[src/rtl/sq_pkg.sv]
package sq_pkg;

    localparam int SQ_NUM_CH_DEF = 8;
    localparam int SQ_DATA_W_DEF = 16;

    // Next index in a ring of n slots
    function automatic logic [31:0] sq_next_idx(input logic [31:0] idx, input int unsigned n);
        return (idx == 32'(n - 1)) ? 32'd0 : idx + 32'd1;
    endfunction

endpackage

[src/rtl/sq_capture.sv]
module sq_capture #(
    parameter int DATA_W = 16
) (
    input  logic              clk,
    input  logic              rst,
    input  logic              rdy_i,
    input  logic [DATA_W-1:0] data_i,
    input  logic              take_i,
    output logic              pend_o,
    output logic [DATA_W-1:0] data_o,
    output logic              ovr_o
);

    typedef struct packed {
        logic              pend;
        logic              ovr;
        logic [DATA_W-1:0] data;
    } cap_t;

    cap_t cap_d, cap_q;

    always_comb begin
        cap_d = cap_q;
        if (take_i) begin
            cap_d.pend = 1'b0;
        end
        if (rdy_i) begin
            cap_d.data = data_i;
            cap_d.pend = 1'b1;
            if (cap_q.pend && !take_i) begin
                cap_d.ovr = 1'b1;
            end
        end
        if (rst) begin
            cap_d = '0;
        end
    end

    always_ff @(posedge clk) begin
        cap_q <= cap_d;
    end

    assign pend_o = cap_q.pend;
    assign data_o = cap_q.data;
    assign ovr_o  = cap_q.ovr;

    // an untouched pending word keeps its value
    p_hold_r2: assert property (@(posedge clk) disable iff (rst)
        pend_o && !rdy_i && !take_i |=> pend_o && $stable(data_o));

    // a second pulse on a waiting word flags overrun
    p_overrun_set_r8: assert property (@(posedge clk) disable iff (rst)
        pend_o && rdy_i && !take_i |=> ovr_o);

    // overrun is sticky
    p_overrun_sticky_r9: assert property (@(posedge clk) disable iff (rst)
        ovr_o |=> ovr_o);

endmodule

[src/rtl/sq_order.sv]
module sq_order
    import sq_pkg::*;
#(
    parameter int NUM_CH = 8,
    parameter int DATA_W = 16,
    localparam int CH_W  = $clog2(NUM_CH)
) (
    input  logic                          clk,
    input  logic                          rst,
    input  logic [NUM_CH-1:0]             pend_i,
    input  logic [NUM_CH-1:0][DATA_W-1:0] data_i,
    output logic [NUM_CH-1:0]             take_o,
    output logic                          out_vld_o,
    output logic [CH_W-1:0]               out_ch_o,
    output logic [DATA_W-1:0]             out_data_o
);

    typedef struct packed {
        logic [CH_W-1:0]   cnt;
        logic              vld;
        logic [CH_W-1:0]   ch;
        logic [DATA_W-1:0] data;
    } ord_t;

    ord_t ord_d, ord_q;
    logic serve;

    always_comb begin
        ord_d  = ord_q;
        serve  = pend_i[ord_q.cnt];
        take_o = '0;
        ord_d.vld = 1'b0;
        if (serve) begin
            take_o[ord_q.cnt] = 1'b1;
            ord_d.vld  = 1'b1;
            ord_d.ch   = ord_q.cnt;
            ord_d.data = data_i[ord_q.cnt];
            ord_d.cnt  = CH_W'(sq_next_idx(32'(ord_q.cnt), NUM_CH));
        end
        if (rst) begin
            ord_d = '0;
        end
    end

    always_ff @(posedge clk) begin
        ord_q <= ord_d;
    end

    assign out_vld_o  = ord_q.vld;
    assign out_ch_o   = ord_q.ch;
    assign out_data_o = ord_q.data;

    // at most one channel released per cycle
    p_one_take_r3: assert property (@(posedge clk) disable iff (rst)
        $onehot0(take_o));

    // an empty current channel stalls the rotation
    p_stall_r3: assert property (@(posedge clk) disable iff (rst)
        !pend_i[ord_q.cnt] |=> $stable(ord_q.cnt) && !out_vld_o);

endmodule

[src/rtl/chan_seq_mux.sv]
module chan_seq_mux
    import sq_pkg::*;
#(
    parameter int NUM_CH = SQ_NUM_CH_DEF,
    parameter int DATA_W = SQ_DATA_W_DEF,
    localparam int CH_W  = $clog2(NUM_CH)
) (
    input  logic                          clk,
    input  logic                          rst,
    input  logic [NUM_CH-1:0]             ch_rdy_i,
    input  logic [NUM_CH-1:0][DATA_W-1:0] ch_data_i,
    output logic                          out_vld_o,
    output logic [CH_W-1:0]               out_ch_o,
    output logic [DATA_W-1:0]             out_data_o,
    output logic [NUM_CH-1:0]             overrun_o
);

    logic [NUM_CH-1:0]             pend_w;
    logic [NUM_CH-1:0]             take_w;
    logic [NUM_CH-1:0][DATA_W-1:0] held_w;

    for (genvar g = 0; g < NUM_CH; g++) begin : g_cap
        sq_capture #(.DATA_W(DATA_W)) u_cap (
            .clk    (clk),
            .rst    (rst),
            .rdy_i  (ch_rdy_i[g]),
            .data_i (ch_data_i[g]),
            .take_i (take_w[g]),
            .pend_o (pend_w[g]),
            .data_o (held_w[g]),
            .ovr_o  (overrun_o[g])
        );
    end

    sq_order #(.NUM_CH(NUM_CH), .DATA_W(DATA_W)) u_order (
        .clk        (clk),
        .rst        (rst),
        .pend_i     (pend_w),
        .data_i     (held_w),
        .take_o     (take_w),
        .out_vld_o  (out_vld_o),
        .out_ch_o   (out_ch_o),
        .out_data_o (out_data_o)
    );

    // Independent rotation tracker used only by the checks below
    logic [CH_W-1:0] exp_ch_q;
    always_ff @(posedge clk) begin
        if (rst) begin
            exp_ch_q <= '0;
        end else if (out_vld_o) begin
            exp_ch_q <= CH_W'(sq_next_idx(32'(exp_ch_q), NUM_CH));
        end
    end

    // output tags follow the ring 0..NUM_CH-1 with wrap
    p_ring_order_r4: assert property (@(posedge clk) disable iff (rst)
        out_vld_o |-> out_ch_o == exp_ch_q);

    // nothing pending means nothing forwarded next cycle
    p_idle_r3: assert property (@(posedge clk) disable iff (rst)
        !(|pend_w) |=> !out_vld_o);

endmodule

[config.mk]
export PLATFORM = sky130hd
export DESIGN_NAME = chan_seq_mux
export DESIGN_NICKNAME = d
export VERILOG_FILES = /design/src/rtl/sq_pkg.sv /design/src/rtl/sq_capture.sv /design/src/rtl/sq_order.sv /design/src/rtl/chan_seq_mux.sv
export SDC_FILE = /design/constraint.sdc
export NUM_CORES = 1
export LEC_CHECK = 0
export ABC_AREA = 1
export BUFFER_PORTS_ARGS = -buffer_cell sky130_fd_sc_hd__buf_4
export CELL_PAD_IN_SITES_DETAIL_PLACEMENT = 1
export CELL_PAD_IN_SITES_GLOBAL_PLACEMENT = 2
export CORE_AREA = 2 2 158 160
export CTS_CLUSTER_DIAMETER = 50
export DETAILED_ROUTE_END_ITERATION = 16
export DIE_AREA = 0 0 160 162
export PLACE_DENSITY = 0.86
export SLEW_MARGIN = 20
export SYNTH_ARGS = -nofsm -noshare
export SYNTH_HDL_FRONTEND = slang
export SYNTH_SLANG_ARGS = --single-unit
[constraint.sdc]
create_clock -name clk -period 1.6 [get_ports clk]
set_input_delay 0.16 -clock clk [delete_from_list [all_inputs] [get_ports clk]]
set_output_delay 0.16 -clock clk [all_outputs]
set_load 0.1 [all_outputs]
# Word-level counts from Yosys, hierarchy flattened
# Cells that the tools add are included.
# op_classes
muxes	33
addsub	1
shifts	0
n_mul	0
magnitude_cmp	2
bitwise	0
n_div	0
n_reduce_logical	33
eq_ne	1
# op_table
operator	n
two-way mux 18 bit	8
binary-select mux 16 bit (select 3 bit)	1
two-way mux 20 bit	1
two-way mux 1 bit	18
two-way mux 16 bit	1
AND reduction 2 bit	8
nonzero test 2 bit	8
logical AND 1 bit	9
logical NOT 1 bit	8
two-way mux 8 bit	1
less-than comparator 3 x 4 -> 1 bit (second input constant)	1
adder 3 x 1 -> 3 bit (second input constant)	1
binary-select mux 1 bit (select 3 bit)	1
demux 1 bit (select 3 bit)	1
equality test 3 bit (second input constant)	1
greater-or-equal comparator 3 x 1 -> 1 bit (second input constant)	1
two-way mux 3 bit	1
# word_totals
latchBits	0
romBits	0
regBits	167
word_cells	98
mem_bits_rw	0
memories	0
out_inout_bits	28

# Depth between registers and ports, before layout
# logic_depth
ltp_word	9
depth_mapped	10
mapped_depth_nobuf	9

# Cells and area by module
# Synthesis repeated with hierarchy kept, for this count alone.
# unflattened
hier_cells	1176
hier_area_um2	8553.2
# modules_own_cells
module	cells_each	area_each_um2	n_inst
sq_capture	78	716.9	8
sq_order	552	2817.7	1

# Worst setup path after synthesis
# OpenSTA, ideal clock, no wires.
# synth_timing
path_type	register -> register
from	reg u_order.ord_q[21] in the netlist's numbering
to	reg g_cap[7].u_cap.cap_q (netlist bit g_cap[7].u_cap.ovr_o)
synth_period_minus_slack_ns	1.446
arrival_ns	1.319
required_ns	1.472
slack_ns	0.154
stages_incl_launch_ff	11
cell_sequence	dfxtp_1 -> nand2_2 -> inv_4 -> nand3_4 -> nand2_4 -> nor2_8 -> inv_4 -> buf_6 -> nand2_2 -> a21oi_2 -> nor2_1
# synth_via
elab_chain_len	8
word_cells_on_any_way	11
cone_classes	order compare: 2; mux: 5; reduce/logical: 4
# synth_rtl
element	line	source
from (decl)	sq_order.sv:25	ord_t ord_d, ord_q;
from (signal assigned)	sq_order.sv:46	ord_q <= ord_d;
less-than comparator 3 x 4 -> 1 bit (implied by the code) / greater-or-equal comparator 3 x 1 -> 1 bit (equally long branches)	sq_order.sv:34	take_o[ord_q.cnt] = 1'b1;
logical AND 1 bit (implied by the code)	sq_order.sv:34	
two-way mux 1 bit (implied by the code)	sq_order.sv:34	
demux 1 bit (select 3 bit)	n/a	
two-way mux 8 bit *	sq_order.sv:33	if (serve) begin
logical NOT 1 bit *	sq_capture.sv:30	if (cap_q.pend && !take_i) begin
logical AND 1 bit *	sq_capture.sv:30	
AND reduction 2 bit (no source line) *	n/a	
to (signal assigned)	sq_capture.sv:40	cap_q <= cap_d;
to (decl)	sq_capture.sv:20	cap_t cap_d, cap_q;
# Every way passes the cells marked *; elsewhere a longest branch is shown, timed or not. The select of a mux whose other input is x is not followed.
# A chain may end at the register's enable or synchronous reset.

# Final worst setup path
# layout_timing
from	reg u_order.ord_q[20] in the netlist's numbering
to	reg u_order.ord_q (netlist bit u_order.out_data_o[14])
# layout_via
elab_chain_len	2
word_cells_on_any_way	4
cone_classes	mux: 4
# layout_rtl
element	line
binary-select mux 16 bit (select 3 bit) / binary-select mux 1 bit (select 3 bit) (equally long branches)	sq_order.sv:37, sq_order.sv:30
two-way mux 16 bit (implied by the code) / two-way mux 1 bit (equally long branches)	sq_order.sv:37, sq_order.sv:30
# Parallel ways exist; a longest one is shown, timed or not. The select of a mux whose other input is x is not followed.

==> flow_summary.yaml <==
run_status:
  outcome: "finished clean"
setup_path:
  criticalPathCategory: "reg2reg"
  critPathRequiredTime_ps: 1920
  critPathLaunchType: "flop"
  critPathMaxFanout: 20
  timing.rr.end: "u_order.out_data_o[14]"
  rrSetupSlack_ps: 60
  reg2reg_depth: 9
  setup.worst_path.end_class: "flop"
  rr_startpoint: "u_order.ord_q[20]"
  cp_data_arrival_time_ps: 1870
timing:
  setup_ws_ps: 55.5
  slew_viol_final: 0
  period_needed_ps: 1540
  finalCritPeriodShare: 0.965
  rsz0062_at_grt: "yes"
  fmax_mhz: 647
  finalSetupViolations: 0
  hold_violations: 0
  fin_hold_ws_ps: 5.91
  relSlewSlack: 0.740
  setup-tns-final_ps: 0
  tightest_slew_ps: 386
  skew_ps: 6.02
global_route:
  grt_max_degree: 72
  grt_pass1_vias: 7559
  antenna_found_initial: 0
  grt-ovfl-total: 0
  grt_first_pass_wirelength_um: 41900
  grt.total_usage: 0.209
clock_tree:
  cts_tree: "yes"
  path_clk_slew_ps: 60
  cts-root-buf: "clkbuf_16"
  clockBufferDepth: 2
  numCtsBuffers: 17
  cts.sinks: 167
  clk_latency_ps: 430
  htreeDepth: 4
placed_design:
  io_buffers: 165
  dp_slack_ps: -111
  place_hpwl_um: 19200
  gp_congestion: 0.868
power:
  p_leak_nw: 4.46
  power.share.switching: 0.393
  irDropWorstVdd_mv: 0.698
  powerDensity_nw_per_um2: 1490
  power_frac_clock: 0.286
  comb_power_share: 0.387
  p_int_w: 0.00926
  seqPwrFrac: 0.328
  power_switching_w: 0.00600
floorplanning:
  die-area_um2: 25900
  fp.coreArea_um2: 24100
  die_h_um: 162
  rows: 57
  die_w_um: 160
  io_pins: 166
  initial_core_util: 0.295
finish:
  post-route-util: 0.425
  nets: 1335
  n_antenna_cell: 0
  n_fill_cell: 2981
  area.growth.synth_to_final_pct: 43.9
  drive_above_1_share: 0.229
routing:
  routed_via_density: 4.77
  dr.first_iter.drc_count: 499
  drc: 0
  wl_um: 27200
  first_pass_iters: 5
  wl_per_cell_um: 17.8
  vias: 7305
  ant_nets: 0
job:
  drv_cap: 0
worst_hold_path:
  min_from: "ch_data_i[108]"
  whs_endpoint: "g_cap[6].u_cap.data_o[12]"
  holdPathStages: 3
  hold_path_class: "in2reg"
yosys:
  syn_area_um2: 7120
  synth-seq-cells: 167
  synth.avg_cell_area_um2: 7.33
  yosys_warnings: 0
  synth_cell_type_count: 29
  netlist_instances: 971
  yosysSeqAreaShare: 0.469
  synth_nets: 1111
-- area by class of cell --
| class | instances | area (um^2) | area share |
|---|---|---|---|
| Tap cell | 324 | 405 | 0.0396 |
| Clock inverter | 13 | 180 | 0.0176 |
| Sequential cell | 167 | 3350 | 0.327 |
| Clock buffer | 18 | 439 | 0.0429 |
| Timing Repair Buffer | 295 | 2540 | 0.248 |
| Multi-Input combinational cell | 643 | 3050 | 0.298 |
| Inverter | 71 | 283 | 0.0276 |
-- registers in the layout, indices dropped and copies added (netlist names) --
name	count
u_order.out_data_o	16
g_cap.u_cap.ovr_o	8
g_cap.u_cap.data_o	128
u_order.out_ch_o	3
u_order.ord_q	3
u_order.out_vld_o	1
g_cap.u_cap.pend_o	8
-- how the worst max path moves through the flow --
stage                      startpoint                     end  slack, ps  cells past startpoint
floorplan           u_order.ord_q[21]    g_cap[7].u_cap.ovr_o        150                     10
global placement    u_order.ord_q[20]    g_cap[0].u_cap.ovr_o       -110                      8
detailed placement  u_order.ord_q[20]    g_cap[0].u_cap.ovr_o       -110                      8
CTS                 u_order.ord_q[21]   u_order.out_data_o[5]          9                      8
global route        u_order.ord_q[21]   u_order.out_data_o[3]        -10                      9
finish              u_order.ord_q[20]  u_order.out_data_o[14]         60                      9
-- worst max-delay path: stages (launching register included) --
cell	delay [ps]
dfxtp_4	400
buf_12	160
nand2_1	100
nand3_4	100
nand2_4	90
nor2_8	150
inv_8	100
buf_4	150
o21ai_1	120
nor2_1	60
-- logic make-up (layout without fill, tap and decap cells) --
family | count (synthesis) | in the layout | synth area share
AO/OA/AOI/OAI | 310 | 310 | 0.226
adder cells (fa/ha/maj) | 2 | 2 | 0.00351
buffers and inverters | 161 | 397 | 0.106
flip-flops | 167 | 167 | 0.469
AND/OR/NAND/NOR | 331 | 331 | 0.196
-- cell usage after synthesis --
master / n / area [um^2]
nor2_8: 1 / 20.0
nor2_4: 1 / 11.3
a31oi_1: 2 / 12.5
a21oi_2: 2 / 17.5
buf_2: 10 / 50.1
nand3_1: 13 / 65.1
nor2_1: 256 / 961
dfxtp_1: 167 / 3340
o211ai_1: 12 / 90.1
o21ai_0: 184 / 921
clkbuf_1: 49 / 184
o21ai_1: 25 / 125
nor3_2: 10 / 100
inv_2: 4 / 15.0
nor2_2: 1 / 6.26
nand2_4: 1 / 11.3
o22ai_1: 13 / 81.3
nand2_2: 4 / 25.0
ha_1: 2 / 25.0
nand2_1: 36 / 135
nand3_2: 1 / 10.0
buf_6: 4 / 45.0
nor3_1: 6 / 30.0
clkinv_1: 5 / 18.8
nand3_4: 1 / 17.5
a21oi_1: 72 / 360
buf_4: 27 / 203
inv_4: 2 / 12.5
inv_1: 60 / 225
-- per-layer routing --
metal / track usage / vias up / wire length [um]
met5: 0 / - / 0
met4: 0.0680 / 0 / 563
met1: 0.286 / 3481 / 12900
li1: - / 3608 / -
met2: 0.341 / 179 / 12600
met3: 0.0309 / 37 / 1110
-- cell usage in the layout, fill, tap and decap left out, types with 3 or more instances in the layout --
master,synthesis,layout
clkbuf_16,0,17
clkinv_2,0,5
nand2_2,4,4
inv_2,4,3
o22ai_1,13,13
bufinv_16,0,4
nand2_1,36,36
o21ai_1,25,27
buf_12,0,8
clkinv_1,5,5
inv_1,60,59
clkinvlp_4,0,3
o21ai_0,184,180
nor3_1,6,3
buf_4,27,198
dfxtp_1,167,164
a21oi_1,72,72
o211ai_1,12,12
nor2_1,256,255
nand3_1,13,13
nor3_2,10,13
dlygate4sd3_1,0,87
-- power groups by stage --
stage | combinational, W | clock, W | sequential [W]
2_1_floorplan | 0.00390 | 0 | 0.00499
3_3_place_gp | 0.00547 | 0 | 0.00508
3_5_place_dp | 0.00554 | 0 | 0.00508
4_1_cts | 0.00576 | 0.00443 | 0.00500
5_1_grt | 0.00633 | 0.00461 | 0.00504
6_report | 0.00590 | 0.00436 | 0.00500
-- metrics by stage --
| stage | power (W) | instance area [um^2] | std cells |
|---|---|---|---|
| 3_3_place_gp | 0.0105 | 8700 | 1412 |
| 4_1_cts | 0.0152 | 10200 | 1530 |
| 2_1_floorplan | 0.00889 | 7120 | 971 |
| 6_report | 0.0153 | 10200 | 1531 |
| 5_1_grt | 0.0160 | 10200 | 1531 |
| 3_5_place_dp | 0.0106 | 8700 | 1412 |
-- what timing repair did --
action,4_1_cts,5_1_grt
buffers inserted,0,1
hold endpoints to repair,87,0
pin swaps,0,1
setup endpoints to repair,7,27
resized for setup,6,13
hold buffers,87,0
Note: power is estimated with default switching activity, not from simulation.
